### src/rtl/stp_pkg.sv
package stp_pkg;
    localparam int DATA_W = 16;
    localparam int LANE_W = 8;
    localparam int LANES  = DATA_W / LANE_W;

    typedef enum logic {
        SZ_BYTE = 1'b0,
        SZ_WORD = 1'b1
    } size_e;

    typedef struct packed {
        logic        load;
        size_e       size;
        logic [DATA_W-1:0] src;
    } fmt_req_t;

    // Store formatting: word passes through, byte is replicated to all lanes.
    function automatic logic [DATA_W-1:0] format_store(size_e sz, logic [DATA_W-1:0] src);
        logic [DATA_W-1:0] rep;
        for (int l = 0; l < LANES; l++) rep[l*LANE_W +: LANE_W] = src[LANE_W-1:0];
        return (sz == SZ_WORD) ? src : rep;
    endfunction

    // Lane enables for a two-lane word: byte picks one lane by address bit 0.
    function automatic logic [LANES-1:0] lane_select(size_e sz, logic a0);
        logic [LANES-1:0] sel;
        if (sz == SZ_WORD) sel = '1;
        else begin
            sel = '0;
            sel[a0] = 1'b1;
        end
        return sel;
    endfunction
endpackage

### src/rtl/stp_fmt.sv
module stp_fmt
    import stp_pkg::*;
(
    input  logic              clk,
    input  logic              rst,
    input  fmt_req_t          req,
    output logic [DATA_W-1:0] mdr_q
);
    always_ff @(posedge clk) begin
        if (rst) mdr_q <= '0;
        else if (req.load) mdr_q <= format_store(req.size, req.src);
    end

    p_word_load_r1: assert property (@(posedge clk) disable iff (rst)
        (req.load && req.size == SZ_WORD) |=> (mdr_q == $past(req.src)));

    p_byte_dup_r2: assert property (@(posedge clk) disable iff (rst)
        (req.load && req.size == SZ_BYTE) |=>
        (mdr_q[LANE_W-1:0] == $past(req.src[LANE_W-1:0]) &&
         mdr_q[DATA_W-1:LANE_W] == $past(req.src[LANE_W-1:0])));

    p_hold_r3: assert property (@(posedge clk) disable iff (rst)
        !req.load |=> $stable(mdr_q));

    p_reset_clear_r8: assert property (@(posedge clk)
        $past(rst) |-> (mdr_q == '0));
endmodule

### src/rtl/stp_we.sv
module stp_we
    import stp_pkg::*;
(
    input  logic             clk,
    input  logic             rst,
    input  logic             wr,
    input  size_e            size,
    input  logic             a0,
    output logic [LANES-1:0] we
);
    always_comb we = wr ? lane_select(size, a0) : '0;

    p_byte_one_lane_r4: assert property (@(posedge clk) disable iff (rst)
        (wr && size == SZ_BYTE) |-> ($countones(we) == 1 && we[a0]));

    p_word_all_lanes_r5: assert property (@(posedge clk) disable iff (rst)
        (wr && size == SZ_WORD) |-> (we == '1));

    p_idle_no_we_r6: assert property (@(posedge clk) disable iff (rst)
        !wr |-> (we == '0));
endmodule

### src/rtl/stp_mem.sv
module stp_mem
    import stp_pkg::*;
#(
    parameter int WORDS  = 64,
    parameter int ADDR_W = 16,
    localparam int IDX_W = $clog2(WORDS)
) (
    input  logic              clk,
    input  logic              rst,
    input  logic [LANES-1:0]  we,
    input  logic [ADDR_W-1:0] waddr,
    input  logic [DATA_W-1:0] wdata,
    input  logic [ADDR_W-1:0] raddr,
    output logic [DATA_W-1:0] rdata
);
    logic [IDX_W-1:0] widx, ridx;
    assign widx = waddr[IDX_W:1];
    assign ridx = raddr[IDX_W:1];

    for (genvar l = 0; l < LANES; l++) begin : g_lane
        logic [LANE_W-1:0] cells [WORDS];

        always_ff @(posedge clk) begin
            if (rst) begin
                for (int i = 0; i < WORDS; i++) cells[i] <= '0;
            end else if (we[l]) begin
                cells[widx] <= wdata[l*LANE_W +: LANE_W];
            end
        end

        assign rdata[l*LANE_W +: LANE_W] = cells[ridx];

        p_lane_write_r7: assert property (@(posedge clk) disable iff (rst)
            we[l] |=> (cells[$past(widx)] == $past(wdata[l*LANE_W +: LANE_W])));
    end
endmodule

### src/rtl/stp_store_path.sv
module stp_store_path
    import stp_pkg::*;
#(
    parameter int MEM_WORDS = 64,
    parameter int ADDR_W    = 16
) (
    input  logic              clk,
    input  logic              rst,
    input  logic              mdr_load,
    input  logic              mem_write,
    input  logic              size_word,
    input  logic [DATA_W-1:0] bus_data,
    input  logic [ADDR_W-1:0] mar_addr,
    input  logic [ADDR_W-1:0] rd_addr,
    output logic [DATA_W-1:0] mdr_q,
    output logic [LANES-1:0]  lane_we,
    output logic [DATA_W-1:0] rd_data
);
    size_e    size;
    fmt_req_t req;

    assign size = size_e'(size_word);
    assign req  = '{load: mdr_load, size: size, src: bus_data};

    stp_fmt u_fmt (
        .clk   (clk),
        .rst   (rst),
        .req   (req),
        .mdr_q (mdr_q)
    );

    stp_we u_we (
        .clk  (clk),
        .rst  (rst),
        .wr   (mem_write),
        .size (size),
        .a0   (mar_addr[0]),
        .we   (lane_we)
    );

    stp_mem #(.WORDS(MEM_WORDS), .ADDR_W(ADDR_W)) u_mem (
        .clk   (clk),
        .rst   (rst),
        .we    (lane_we),
        .waddr (mar_addr),
        .wdata (mdr_q),
        .raddr (rd_addr),
        .rdata (rd_data)
    );

    // a write alongside a load stores the register value from before the edge.
    p_old_mdr_written_r9: assert property (@(posedge clk) disable iff (rst)
        (mdr_load && mem_write && size == SZ_WORD && rd_addr[6:1] == mar_addr[6:1]) |=>
        (rd_data == $past(mdr_q) || !$stable(rd_addr)));
endmodule

### config.mk
export PLATFORM = sky130hd
export DESIGN_NAME = stp_store_path
export DESIGN_NICKNAME = d
export VERILOG_FILES = /design/src/rtl/stp_pkg.sv /design/src/rtl/stp_fmt.sv /design/src/rtl/stp_we.sv /design/src/rtl/stp_mem.sv /design/src/rtl/stp_store_path.sv
export SDC_FILE = /design/constraint.sdc
export NUM_CORES = 2
export LEC_CHECK = 0
export BUFFER_PORTS_ARGS = -buffer_cell sky130_fd_sc_hd__buf_2
export CORE_AREA = 2 2 218 380
export CTS_CLUSTER_SIZE = 20
export DETAILED_ROUTE_END_ITERATION = 7
export DIE_AREA = 0 0 220 382
export GPL_ROUTABILITY_DRIVEN = 1
export PLACE_DENSITY = 0.81
export SYNTH_ARGS = -nofsm -noshare
export SYNTH_HDL_FRONTEND = slang
export SYNTH_HIERARCHICAL = 1
export SYNTH_SLANG_ARGS = --single-unit
### constraint.sdc
create_clock -name clk -period 2.2 [get_ports clk]
set_input_delay 0 -clock clk [delete_from_list [all_inputs] [get_ports clk]]
set_output_delay 0 -clock clk [all_outputs]
set_load 0.1 [all_outputs]
==> results by group <==
Detailed routing
  • Post-DRT Antenna Nets: 0
  • Iter 0 DRT Violations: 3366
  • Via-per-instance ratio: 6.437
  • Router iterations before antenna repair: 6
  • Detailed Route WL: 135100 um
  • Wire per inst: 29.72 um
  • DRC Markers: 0
  • Via count: 29270

Clock tree
  • Setup Fix Bufs, Post-CTS: 0
  • CTS sink cnt: 1040
  • CTS tree: built
  • # H-tree levels: 3
  • CTS max path bufs: 3
  • Worst-path clk slew: 0.07 ns
  • CTS buffer count: 91
  • CTS Root Cell: clkbuf_16
  • Worst skew pair latency: 0.69 ns

Pwr
  • Logic pwr share: 9.9%
  • NetSw: 10.28 mW
  • Switch share: 23.66%
  • Leakage power total: 20.73 nW
  • Total power draw: 43.44 mW
  • Worst IR drop on VDD: 0.001253 V
  • Internal Pwr Total: 33.16 mW
  • Power share of the clock group: 37.8%
  • Power Density: 780.2 mW/mm2
  • Sequential Power Share: 52.3%

Synth
  • Synth top area share: 63.87%
  • Synth cell count leaders: and2_1, edfxtp_1, mux4_2
  • Largest family of logic cells by synthesized area: simple AND/OR/NAND/NOR gates
  • Yosys top cell by area: edfxtp_1
  • Adder-Cell Fraction of Synth Area: 0%
  • Post-Synthesis Mean Instance Area: 15.26 um2
  • Ys flop type: edfxtp_1
  • Register area share after synthesis: 64.53%
  • Synth Area in XOR/XNOR: 0%
  • Synthesized area: 0.04815 mm2
  • Synth cell types: 38
  • Multiplexer share of the synthesized area: 13.91%
  • Area fraction in compound gates after synthesis: 1.829%
  • Post-Syn Instances: 3156
  • Most common cell in the synthesized netlist: and2_1
  • Number of enable flip-flop cells after synthesis: 1024
  • Register bit total from synthesis: 1040
  • Async set or reset register ratio after synthesis: 0%
  • Post-Synth Simple-Gate Area: 17.21%
  • Yosys Warn Count: 6
  • Synth Net Count: 3209
  • Area contributors post-synth: edfxtp_1, and2_1, mux4_2

Setup path
  • Worst EP arrival: 2.65 ns
  • Cell family with most CP delay: multiplexers
  • CP Cell Sequence: mux4_2 -> mux2i_2 -> buf_4 -> a211oi_2 -> o21ai_2 -> o41ai_4 -> buf_12
  • Kind of critical path: reg -> out
  • WP data required: 2.20 ns
  • Crit path buf inv count: 2
  • CP max stage cell: mux4_2
  • Worst-path maximum fanout: 1
  • Largest stage delay, worst path: 0.53 ns
  • CP Capture Type: output port
  • Critical Path Source Type: register

Timing
  • Final setup viols: 16
  • Least-Margin Pin Slew: 0.8125 ns
  • Worst Skew: 0.03372 ns
  • Max-Slew Margin vs Limit: 45.72%
  • Min Tclk post-route: 2.647 ns
  • Max Slew Vio Count: 0
  • Unrepaired setup endpoints after global routing: true
  • Max Clock Freq: 377.8 MHz
  • Hold_ws: 0.2767 ns
  • Final hold vios: 0
  • Final setup margin: -0.4467 ns
  • Final period util: 120.3%

Outcome
  • Violated checks: negative setup slack
  • Outcome: complete, but fails checks

Final layout
  • FILL cells: 4854
  • Synthesis-to-finish area growth: 15.63%
  • Share of layout cells above drive strength 1: 28.91%
  • Fin nets: 3478
  • Layout Cells excl Fill: 4547

Die
  • Ports: 87
  • Chip Width: 220 um
  • Die outline area: 0.08404 mm2
  • Die Span Y: 382 um
  • Initial core utilization: 59.58%
  • CORE AREA: 0.08081 mm2
  • FP Rows: 138

GRT
  • Gr ovfl total: 0
  • GRT Total Usage: 32.68%
  • Vias in the first global route: 30600
  • Number of antenna violations at the first check in global routing: 7
  • Largest net degree at the start of global routing: 145
  • First-pass GRT wire length: 196900 um

Job
  • Max_cap viols: 0

Place
  • Pre-CTS setup slack: -0.2179 ns
  • DP Cell Count: 4345
  • Placer Congestion: 0.9042
  • Number of port buffers: 67
  • Hpwl dp: 89450 um

Hold path
  • Worst Hold Class: in -> reg
[worst register-to-register path: stages, from the launching register on]
cell and delay [ns]:
dfxtp_4 0.56, mux2i_1 0.18, dlygate4sd3_1 0.60, nor2_1 0.09, dlygate4sd3_1 0.64
[power by group through the flow]
stage	Clock, mW	Combinational, mW	Sequential, mW
finish	16.4	4.29	22.7
global route	17.2	4.40	22.7
CTS	16.5	4.16	22.7
detailed placement	0	3.92	23.1
global placement	0	3.84	23.1
floorplan	0	2.41	23.0
[cell families after synthesis]
group                  Yosys count
AO/OA/AOI/OAI                  141
multiplexers                   333
buffers and inverters          247
AND/OR/NAND/NOR               1395
flip-flops                    1040
[registers in the layout, indices dropped and copies added, names as in the netlist]
name / cells
u_mem/g_lane.cells: 1024
u_fmt/mdr_q: 16
[layout by cell type (no fill, tap or decap), types with 15 or more instances in the layout]
cell / n
a211oi_1: 18
a21oi_1: 20
and2_1: 1025
buf_12: 40
buf_2: 46
buf_4: 262
clkbuf_1: 17
clkbuf_16: 95
clkinv_2: 15
dlygate4sd3_1: 48
edfxtp_1: 1024
mux2i_1: 51
mux4_2: 269
nor2_1: 149
nor2_2: 15
nor2b_1: 17
o21ai_0: 16
o21ai_2: 16
o22ai_1: 18
or2_2: 128
[metrics by stage]
stage               util [%]  TNS [ns]  cell area (um2)
floorplan                  -         0            48400
global placement       64.05    -1.945            51750
detailed placement     64.05    -3.399            51750
CTS                    68.76    -6.415            55570
global route           68.89    -6.553            55670
finish                 68.90    -6.104            55670
[cell type report]
type	count	area [um2]	area share, %
diodes	4	10.01	0.01798
repair buffers	412	3666	6.585
well taps	1050	1314	2.360
multi-input cells	1869	16550	29.72
flip-flops and latches	1040	31100	55.86
inverters	11	41.29	0.07416
clock buffers	112	2441	4.385
clock inverters	49	554.3	0.9956
[layer usage]
metal,vias up,GRT usage (%),wire length [um]
li1,12070,-,-
met1,14860,35.47,42130
met2,1816,56.42,69580
met3,521,6.778,12020
met4,4,23.27,11390
met5,-,0,23
[worst paths after layout]
check / startpoint / endpoint / slack [ns] / depth (start not counted)
setup / recovery: u_mem/g_lane[0].cells[26][2] / rd_data[2] / -0.45 / 7
hold / removal: mar_addr[4] / u_mem/g_lane[1].cells[24][7] / 0.28 / 5
setup reg to reg: u_fmt/mdr_q[5] / u_fmt/mdr_q[5] / 0.04 / 4
hold reg to reg: u_fmt/mdr_q[0] / u_mem/g_lane[0].cells[57][0] / 0.81 / 1
[what timing repair did]
action / 4_1_cts / 5_1_grt
endpoints found under the setup margin: 16 / 28
hold buffers: 48 / 0
endpoints found under the hold margin: 16 / 0
resized for setup: 96 / 32
pin swaps: 20 / 21
(Power assumes the default switching activity.)
